$ cat src/rtl/path_rei_pkg.sv
package path_rei_pkg;
  localparam int unsigned BYTE_W = 8;
  localparam int unsigned NIB_W  = BYTE_W / 2;
  localparam int unsigned CNT_W  = $clog2(BYTE_W + 1);

  typedef enum logic [1:0] {
    INS_HW0 = 2'b00,
    INS_SW  = 2'b01,
    INS_HW2 = 2'b10,
    INS_HW3 = 2'b11
  } rei_ins_e;

  typedef struct packed {
    logic       f2_type;
    rei_ins_e   rei_type;
    logic [1:0] rdi_type;
    logic       c2_type;
    logic       c2_auto;
    logic       ais_en;
  } tx_ctrl_t;

  function automatic logic [CNT_W-1:0] ones_cnt(input logic [BYTE_W-1:0] v);
    logic [CNT_W-1:0] c;
    c = '0;
    for (int i = 0; i < BYTE_W; i++) c = c + CNT_W'(v[i]);
    return c;
  endfunction
endpackage

$ cat src/rtl/rei_err_latch.sv
module rei_err_latch
  import path_rei_pkg::*;
(
  input  logic              clk_i,
  input  logic              rst_ni,
  input  logic              stb_i,
  input  logic [BYTE_W-1:0] calc_i,
  input  logic [BYTE_W-1:0] rcvd_i,
  output logic [CNT_W-1:0]  err_cnt_o
);
  logic [CNT_W-1:0] cnt_q;

  always_ff @(posedge clk_i or negedge rst_ni) begin
    if (!rst_ni)    cnt_q <= '0;
    else if (stb_i) cnt_q <= ones_cnt(calc_i ^ rcvd_i);
  end

  assign err_cnt_o = cnt_q;

  p_cnt_range_r1: assert property (@(posedge clk_i) disable iff (!rst_ni)
    cnt_q <= CNT_W'(BYTE_W));
  p_cnt_hold_r7: assert property (@(posedge clk_i) disable iff (!rst_ni)
    !stb_i |=> $stable(cnt_q));
endmodule

$ cat src/rtl/rei_regs.sv
module rei_regs
  import path_rei_pkg::*;
#(
  parameter int unsigned ADDR_W = 2
) (
  input  logic              clk_i,
  input  logic              rst_ni,
  input  logic              wr_i,
  input  logic [ADDR_W-1:0] addr_i,
  input  logic [BYTE_W-1:0] wdata_i,
  output logic [BYTE_W-1:0] rdata_o,
  output tx_ctrl_t          ctrl_o,
  output logic [BYTE_W-1:0] g1val_o,
  output logic              flag_mode_o
);
  localparam logic [ADDR_W-1:0] A_CTRL = ADDR_W'(0);
  localparam logic [ADDR_W-1:0] A_G1   = ADDR_W'(1);
  localparam logic [ADDR_W-1:0] A_MODE = ADDR_W'(2);

  tx_ctrl_t          ctrl_q;
  logic [BYTE_W-1:0] g1_q;
  logic              mode_q;

  always_ff @(posedge clk_i or negedge rst_ni) begin
    if (!rst_ni) begin
      ctrl_q <= '0;
      g1_q   <= '0;
      mode_q <= 1'b0;
    end else if (wr_i) begin
      unique case (addr_i)
        A_CTRL:  ctrl_q <= tx_ctrl_t'(wdata_i);
        A_G1:    g1_q   <= wdata_i;
        A_MODE:  mode_q <= wdata_i[0];
        default: ;
      endcase
    end
  end

  always_comb begin
    unique case (addr_i)
      A_CTRL:  rdata_o = ctrl_q;
      A_G1:    rdata_o = g1_q;
      A_MODE:  rdata_o = {{(BYTE_W-1){1'b0}}, mode_q};
      default: rdata_o = '0;
    endcase
  end

  assign ctrl_o      = ctrl_q;
  assign g1val_o     = g1_q;
  assign flag_mode_o = mode_q;

  p_unmapped_r9: assert property (@(posedge clk_i) disable iff (!rst_ni)
    (wr_i && addr_i == ADDR_W'(3)) |=> ($stable(ctrl_q) && $stable(g1_q) && $stable(mode_q)));
endmodule

$ cat src/rtl/g1_build.sv
module g1_build
  import path_rei_pkg::*;
(
  input  logic              clk_i,
  input  logic              rst_ni,
  input  logic              stb_i,
  input  tx_ctrl_t          ctrl_i,
  input  logic [BYTE_W-1:0] g1val_i,
  input  logic              flag_mode_i,
  input  logic [CNT_W-1:0]  err_cnt_i,
  output logic [BYTE_W-1:0] g1_o,
  output logic              vld_o
);
  logic [NIB_W-1:0]  hw_nib;
  logic [NIB_W-1:0]  hi_nib;
  logic [BYTE_W-1:0] g1_d, g1_q;
  logic              vld_q;

  always_comb begin
    hw_nib = flag_mode_i ? NIB_W'(err_cnt_i != '0) : NIB_W'(err_cnt_i);
    hi_nib = (ctrl_i.rei_type == INS_SW) ? g1val_i[BYTE_W-1:NIB_W] : hw_nib;
    g1_d   = ctrl_i.ais_en ? {BYTE_W{1'b1}} : {hi_nib, g1val_i[NIB_W-1:0]};
  end

  always_ff @(posedge clk_i or negedge rst_ni) begin
    if (!rst_ni) begin
      g1_q  <= '0;
      vld_q <= 1'b0;
    end else begin
      vld_q <= stb_i;
      if (stb_i) g1_q <= g1_d;
    end
  end

  assign g1_o  = g1_q;
  assign vld_o = vld_q;

  p_ais_ones_r6: assert property (@(posedge clk_i) disable iff (!rst_ni)
    (stb_i && ctrl_i.ais_en) |=> g1_q == {BYTE_W{1'b1}});
  p_sw_copy_r4: assert property (@(posedge clk_i) disable iff (!rst_ni)
    (stb_i && !ctrl_i.ais_en && ctrl_i.rei_type == INS_SW) |=> g1_q == $past(g1val_i));
  p_low_nib_r5: assert property (@(posedge clk_i) disable iff (!rst_ni)
    (stb_i && !ctrl_i.ais_en) |=> g1_q[NIB_W-1:0] == $past(g1val_i[NIB_W-1:0]));
  p_flag_fmt_r2: assert property (@(posedge clk_i) disable iff (!rst_ni)
    (stb_i && !ctrl_i.ais_en && ctrl_i.rei_type != INS_SW && flag_mode_i)
    |=> g1_q[BYTE_W-1:NIB_W+1] == '0);
  p_hold_r8: assert property (@(posedge clk_i) disable iff (!rst_ni)
    !stb_i |=> ($stable(g1_q) && !vld_q));
  p_pulse_r8: assert property (@(posedge clk_i) disable iff (!rst_ni)
    stb_i |=> vld_q);
endmodule

$ cat src/rtl/path_rei_gen.sv
module path_rei_gen
  import path_rei_pkg::*;
#(
  parameter int unsigned ADDR_W = 2
) (
  input  logic              clk_i,
  input  logic              rst_ni,
  input  logic              rx_spe_stb_i,
  input  logic [7:0]        rx_bip_calc_i,
  input  logic [7:0]        rx_b3_i,
  input  logic              tx_g1_stb_i,
  input  logic              reg_wr_i,
  input  logic [ADDR_W-1:0] reg_addr_i,
  input  logic [7:0]        reg_wdata_i,
  output logic [7:0]        reg_rdata_o,
  output logic [7:0]        tx_g1_o,
  output logic              tx_g1_vld_o
);
  tx_ctrl_t          ctrl;
  logic [BYTE_W-1:0] g1val;
  logic              flag_mode;
  logic [CNT_W-1:0]  err_cnt;

  rei_err_latch u_err (
    .clk_i     (clk_i),
    .rst_ni    (rst_ni),
    .stb_i     (rx_spe_stb_i),
    .calc_i    (rx_bip_calc_i),
    .rcvd_i    (rx_b3_i),
    .err_cnt_o (err_cnt)
  );

  rei_regs #(.ADDR_W(ADDR_W)) u_regs (
    .clk_i       (clk_i),
    .rst_ni      (rst_ni),
    .wr_i        (reg_wr_i),
    .addr_i      (reg_addr_i),
    .wdata_i     (reg_wdata_i),
    .rdata_o     (reg_rdata_o),
    .ctrl_o      (ctrl),
    .g1val_o     (g1val),
    .flag_mode_o (flag_mode)
  );

  g1_build u_g1 (
    .clk_i       (clk_i),
    .rst_ni      (rst_ni),
    .stb_i       (tx_g1_stb_i),
    .ctrl_i      (ctrl),
    .g1val_i     (g1val),
    .flag_mode_i (flag_mode),
    .err_cnt_i   (err_cnt),
    .g1_o        (tx_g1_o),
    .vld_o       (tx_g1_vld_o)
  );
endmodule

$ cat config.mk
export PLATFORM = sky130hd
export DESIGN_NAME = path_rei_gen
export DESIGN_NICKNAME = d
export VERILOG_FILES = /design/src/rtl/path_rei_pkg.sv /design/src/rtl/rei_err_latch.sv /design/src/rtl/rei_regs.sv /design/src/rtl/g1_build.sv /design/src/rtl/path_rei_gen.sv
export SDC_FILE = /design/constraint.sdc
export NUM_CORES = 1
export LEC_CHECK = 0
export ABC_AREA = 1
export BUFFER_PORTS_ARGS = -buffer_cell sky130_fd_sc_hd__buf_2
export CAP_MARGIN = 20
export CORE_MARGIN = 1
export CORE_UTILIZATION = 30
export DETAILED_ROUTE_END_ITERATION = 8
export SYNTH_ARGS = -nofsm -noshare
export SYNTH_HDL_FRONTEND = slang
export SYNTH_SLANG_ARGS = --single-unit
$ cat constraint.sdc
create_clock -name clk_i -period 2.2 [get_ports clk_i]
set_input_delay 0 -clock clk_i [delete_from_list [all_inputs] [get_ports clk_i]]
set_output_delay 0 -clock clk_i [all_outputs]
set_load 0.05 [all_outputs]
# After elaboration in Yosys (flattened, before gate mapping)
# Cells that the tools add are included.
[op_classes] n_eq_ne=3 mux=4 addsub=7 n_reduce_logical=5 bitwise_logic=1
[ops] cell="4-bit by 1-bit adder with 4-bit output" n=6
[ops] cell="8-bit case mux with 3 select lines" n=1
[ops] cell="4-bit 2-to-1 mux" n=2
[ops] cell="8-bit 2-to-1 mux" n=1
[ops] cell="8-bit bitwise XOR" n=1
[ops] cell="2-bit AND reduction" n=3
[ops] cell="2-bit by 1-bit == test with 1-bit output (second input constant)" n=2
[ops] cell="4-bit nonzero test" n=1
[ops] cell="1-bit by 1-bit adder with 2-bit output" n=1
[ops] cell="2-bit == test (second input constant)" n=1
[ops] cell="2-bit logical NOT" n=1
[totals] input_bits=31 out_inout_bits=17 regBits=30 wordCells=31

# Logic depth before layout (Yosys ltp)
[depth] ltp_word=8 mapped_depth=9

# Hierarchy
# From an unflattened synthesis, not the netlist that was laid out.
[hier_totals] cells_unflattened=206 area_unflattened_um2=1675.4
[by_module_without_submodules] mod="rei_regs" area_per_inst_um2=849.6 cells_each=105 seq_area_each_um2=425.4 instances=1
[by_module_without_submodules] mod="g1_build" area_per_inst_um2=419.2 cells_each=54 seq_area_each_um2=225.2 instances=1
[by_module_without_submodules] mod="rei_err_latch" area_per_inst_um2=406.6 cells_each=47 seq_area_each_um2=100.1 instances=1

# Worst setup path after synthesis
# No wires, ideal clock.
[synth_path] path_kind="input to register" startpoint="in rx_b3_i[0]" endpoint="reg u_err.cnt_q[1], in the netlist u_err.err_cnt_o[1]" n_path_buf=0 slack_ps=-388 cell_stages=8 t_arrival_ps=2506 cell_sequence="xor2_1 -> ha_1 -> fa_1 -> fa_1 -> fa_1 -> inv_1 -> fa_1 -> o21ai_0"
[synth_via] elab_chain_cells=8
[synth_rtl] element="from (decl)" line="path_rei_gen.sv:10" text="input logic [7:0] rx_b3_i,"
[synth_rtl] element="8-bit bitwise XOR" line="rei_err_latch.sv:15" text="else if (stb_i) cnt_q <= ones_cnt(calc_i ^ rcvd_i);"
[synth_rtl] element="1-bit by 1-bit adder with 2-bit output" line="path_rei_pkg.sv:25" text="for (int i = 0; i < BYTE_W; i++) c = c + CNT_W'(v[i]);"
[synth_rtl] element="4-bit by 1-bit adder with 4-bit output (6 in series)" line="path_rei_pkg.sv:25"
[synth_rtl] element="to (signal assigned)" line="rei_err_latch.sv:15"
[synth_rtl] element="to (decl)" line="rei_err_latch.sv:11" text="logic [CNT_W-1:0] cnt_q;"
# No other way between the ends.
# A chain may end at the register's enable or synchronous reset.

# Worst setup path in the final report
# Ends and elaborated chain as after synthesis.

==> impl_table.tex <==
\begin{tabular}{lr}
\hline
Metric & Value \\
\hline
\multicolumn{2}{l}{\textbf{Worst setup path}} \\
\quad Top cell by count, worst path & sky130\_fd\_sc\_hd\_\_fa\_1 \\
\quad Depth of the worst register-to-register path & 7 \\
\quad Kind of start point of the critical path & input pin \\
\quad Largest driver fanout on the critical path & 2 \\
\quad Endpoint type of the worst setup path & flip-flop \\
\quad Start of the worst register-to-register path & u\_regs.ctrl\_o[6]\$\_DFFE\_PN0P\_ \\
\quad Critical path's slowest cell & sky130\_fd\_sc\_hd\_\_fa\_1 \\
\quad Flop-to-flop setup slack & between 1 and 1.5 ns \\
\quad Source of the critical timing path & rx\_b3\_i[0] \\
\quad Arrival time of data at the critical path endpoint & between 2 and 2.5 ns \\
\quad Critical path cell sequence & buf\_2 > xor2\_1 > ha\_1 > fa\_1 > fa\_1 > fa\_2 > inv\_2 > fa\_1 > o21ai\_1 \\
\quad Worst stage delay on the critical path & roughly 0.50 ns \\
\quad Kind of critical path & input pin to flip-flop \\
\quad Endpoint of the most critical register-to-register path & u\_g1.g1\_o[4]\$\_DFFE\_PN0P\_ \\
\quad Data required time at the worst endpoint & roughly 2.4 ns \\
\multicolumn{2}{l}{\textbf{Timing}} \\
\quad Hold slack & -0.002274 ns \\
\quad Post-route clock skew & between 0.01 and 0.015 ns \\
\quad Worst setup margin & 0.002899 ns \\
\quad Fin. Hold Viols & 1 \\
\quad Count of pins over their slew limit & 0 \\
\quad Final setup violation count & 0 \\
\quad Fin crit share & between 90 and 100\% \\
\quad Max transition margin & a little under three fifths \\
\quad Highest clock frequency the design can meet & around 460 MHz \\
\quad Shortest clock period the worst path allows after layout & about 2.2 ns \\
\quad Unrepaired setup endpoints after global routing & yes \\
\quad Transition time at the pin with the least slew margin & approximately 0.66 ns \\
\multicolumn{2}{l}{\textbf{Power}} \\
\quad Peak supply drop & between 300 and 400 uV \\
\quad Lkg Pwr & 1.066 nW \\
\quad Sequential share of power & a little under two fifths \\
\quad Power spent charging and discharging nets & 0.7134 mW \\
\quad Internal cell power & 1.227 mW \\
\quad Relative contribution of combinational cells to total power & between 30 and 40\% \\
\quad Fraction of power spent switching nets & between 30\% and 40\% \\
\quad Clock share of power & about 28\% \\
\quad Power per cell area & between 900 and 1000 nW/um\^{}2 \\
\multicolumn{2}{l}{\textbf{Clock network}} \\
\quad TritonCTS clock tree & built \\
\quad Clock-pin transition on the worst setup and hold timing paths & 0.07 ns \\
\quad Insertion delay of the later-clocked pin in the worst-skew pair & between 0.2 and 0.3 ns \\
\quad Clock buffers created by TritonCTS & 5 \\
\quad Root Buffer Master & sky130\_fd\_sc\_hd\_\_clkbuf\_8 \\
\quad Clk sink count & 30 \\
\quad Count of H-tree levels built during CTS & 2 \\
\quad Worst-case clock buffer depth & 2 \\
\multicolumn{2}{l}{\textbf{Placed design}} \\
\quad Final Wtd Congestion & just under 0.7 \\
\quad Standard cell area after detailed placement & about 1900 um\^{}2 \\
\quad Post-DP HPWL & approximately 2.4 mm \\
\quad Input/output buffers & 47 \\
\quad Minimum setup slack after placement & -0.3100 ns \\
\multicolumn{2}{l}{\textbf{Synthesis}} \\
\quad Top cells by area, synth & sky130\_fd\_sc\_hd\_\_dfrtp\_1 (47\%), sky130\_fd\_sc\_hd\_\_nand2\_1 (8.7\%), sky130\_fd\_sc\_hd\_\_o21ai\_2 (8.2\%) \\
\quad Flops \& latches, synth & 30 \\
\quad Library cell with the highest instance count after synthesis & sky130\_fd\_sc\_hd\_\_nand2\_1 \\
\quad Number of instances in the synthesized netlist & about 170 \\
\quad Synthesized area per cell & between 9 and 10 um\^{}2 \\
\quad Number of flops mapped to enable cells by yosys & 0 \\
\quad Post-synth top area share & between 40\% and 50\% \\
\quad Synthesized area & between 1500 and 2000 um\^{}2 \\
\quad Synth top cells by count & sky130\_fd\_sc\_hd\_\_nand2\_1 (37), sky130\_fd\_sc\_hd\_\_dfrtp\_1 (30), sky130\_fd\_sc\_hd\_\_inv\_1 (29), sky130\_fd\_sc\_hd\_\_o21ai\_2 (15), sky130\_fd\_sc\_hd\_\_o21ai\_0 (12) \\
\quad Synth unique cells & 21 \\
\quad Most common flop cell mapped by yosys & sky130\_fd\_sc\_hd\_\_dfrtp\_1 \\
\quad Top cell type by total area after synthesis & sky130\_fd\_sc\_hd\_\_dfrtp\_1 \\
\quad Net Count, Synth & $\sim$210 \\
\quad Share of the yosys chip area belonging to registers & a little under half \\
\quad Yosys synthesis warning count & 0 \\
\quad Post-synth ARST share & 100.0\% \\
\multicolumn{2}{l}{\textbf{Drt}} \\
\quad Mean routed wirelength per cell & roughly 11 um \\
\quad Number of nets with antenna violations after routing & 0 \\
\quad Starting DRT DRC Count & between 90 and 100 \\
\quad Via total after detailed routing & 1285 \\
\quad Detailed Routing Iterations Pass 1 & 4 \\
\quad Post-DR vias/cell & 4.269 \\
\quad Residual DRC count & 0 \\
\quad Routed WL & $\sim$3.3 mm \\
\multicolumn{2}{l}{\textbf{Cells and area}} \\
\quad Final Cell Area & around 2100 um\^{}2 \\
\quad Inserted Diodes & 0 \\
\quad Share of post-route cells with drive strength above 1 & 33.77\% \\
\quad Net total in the final layout & 268 \\
\quad Area grow syn2layout & 29.52\% \\
\multicolumn{2}{l}{\textbf{Floorplan}} \\
\quad Vertical die dimension & $\sim$75 um \\
\quad Full die area & 5622 um\^{}2 \\
\quad Starting Density & 31.28\% \\
\quad Core region area & 5107 um\^{}2 \\
\quad Number of cell rows & 26 \\
\quad Die Width & 74.98 um \\
\quad I/O pin total & 48 \\
\multicolumn{2}{l}{\textbf{GRT}} \\
\quad Via count of the first global-routing pass & 1233 \\
\quad Largest net degree at the start of global routing & 31 \\
\quad GRT overflow & 0 \\
\quad First-pass GRT wire length & between 5 and 6 mm \\
\quad Antenna violations before repair & 0 \\
\quad Global Route Usage Sum & between 10\% and 20\% \\
\multicolumn{2}{l}{\textbf{Outcome}} \\
\quad Violated checks & negative hold slack \\
\quad Status & complete, but fails checks \\
\multicolumn{2}{l}{\textbf{Flow run}} \\
\quad Number of max-capacitance violations reported & 0 \\
\multicolumn{2}{l}{\textbf{Hold path}} \\
\quad Cell count of the worst hold path & 3 \\
\quad Sink of the worst hold path & u\_regs.ctrl\_o[4]\$\_DFFE\_PN0P\_ \\
\quad Hold crit path type & input pin to flip-flop \\
\quad Startpoint of the lowest-slack hold path & reg\_wdata\_i[4] \\
\hline
\end{tabular}
==> timing repair <==
item	4_1_cts	5_1_grt
endpoints found under the hold margin	37	0
hold buffers	5	0
gates resized for setup	1	1
buffers inserted	0	1
endpoints found under the setup margin	1	2
==> kinds of logic after synthesis <==
group	Yosys count	synth area share [%]
AND/OR/NAND/NOR	56	15.82
AO/OA/AOI/OAI	38	16.13
buffers and inverters	33	8.770
flip-flops	30	46.99
XOR/XNOR	9	4.934
adder cells (fa/ha/maj)	7	7.361
==> cell type report <==
type	count	area, um^2
clock buffer	6	72.57
inverter	30	112.6
tap	70	87.58
timing repair buffer	53	299.0
sequential	30	750.7
fill	537	3038
clock inverter	2	37.54
multi-input combinational	110	709.4
==> cell usage in the layout (no fill, tap or decap), drive strengths merged <==
| cell type | netlist | routed |
|---|---|---|
| o211ai | 1 | 1 |
| a21oi | 6 | 6 |
| o21ai | 28 | 28 |
| buf | 3 | 48 |
| inv | 30 | 30 |
| clkbuf | 0 | 6 |
| fa | 4 | 4 |
| nand2 | 39 | 39 |
| xor2 | 9 | 9 |
| ha | 3 | 3 |
| dfrtp | 30 | 30 |
| nand3 | 8 | 8 |
| a22o | 2 | 2 |
| dlygate4sd3 | 0 | 5 |
| nor2 | 9 | 9 |
| clkinvlp | 0 | 1 |
| o22ai | 1 | 1 |
| bufinv | 0 | 1 |
==> worst max path at each step <==
stage                     depth (start not counted)                              to  slack (ns)
after floorplan                                   8  u_err.err_cnt_o[1]$_DFFE_PN0P_       -0.13
after global placement                            9  u_err.err_cnt_o[1]$_DFFE_PN0P_       -0.29
after global routing                              9  u_err.err_cnt_o[1]$_DFFE_PN0P_       -0.08
after detailed placement                          9  u_err.err_cnt_o[1]$_DFFE_PN0P_       -0.31
after CTS                                         9  u_err.err_cnt_o[1]$_DFFE_PN0P_       0.001
final                                             9  u_err.err_cnt_o[1]$_DFFE_PN0P_       0.003
==> metal layers <==
metal	up-vias	global-route usage (%)	wire [um]	share of wire, %
li1	656	-	-	-
met1	595	17.85	1492	46
met2	28	21.12	1563	48
met3	6	3.882	142	4.3
met4	0	4.612	66	2.0
met5	-	0	0	0
==> registers in the layout (all words and copies together) (netlist names) <==
register	count
u_regs.flag_mode_o	1
u_regs.g1val_o	8
u_g1.vld_o	1
u_g1.g1_o	8
u_regs.ctrl_o	8
u_err.err_cnt_o	4
==> stage by stage <==
step           TNS, ns  hold WS [ns]  total power [mW]  instances  utilization (%)
2_1_floorplan  -0.2548       -0.2956             1.220        173                -
3_3_place_gp   -0.6064       0.08355             1.372        287            37.11
5_1_grt        -0.1273       0.01052             2.074        301            40.52
4_1_cts              0     0.0004046             1.950        300            40.25
3_5_place_dp   -0.6438       0.08448             1.385        287            37.11
6_report             0     -0.002274             1.940        301            40.52
==> power groups by stage <==
| stage | combinational, mW | sequential (mW) | clock (mW) |
|---|---|---|---|
| 2_1_floorplan | 0.364 | 0.855 | 0 |
| 3_3_place_gp | 0.630 | 0.743 | 0 |
| 3_5_place_dp | 0.639 | 0.746 | 0 |
| 4_1_cts | 0.651 | 0.737 | 0.562 |
| 5_1_grt | 0.740 | 0.751 | 0.584 |
| 6_report | 0.655 | 0.735 | 0.549 |
==> critical path, delay by kind of cell <==
kind	cells	cell delay, ns
AOI/OAI and AO/OA	1	0.11
xor gates and xnor gates	1	0.15
adders and majority gates	5	1.98
buffers and inverters	2	0.17
Power figures use the tool's default switching activity.
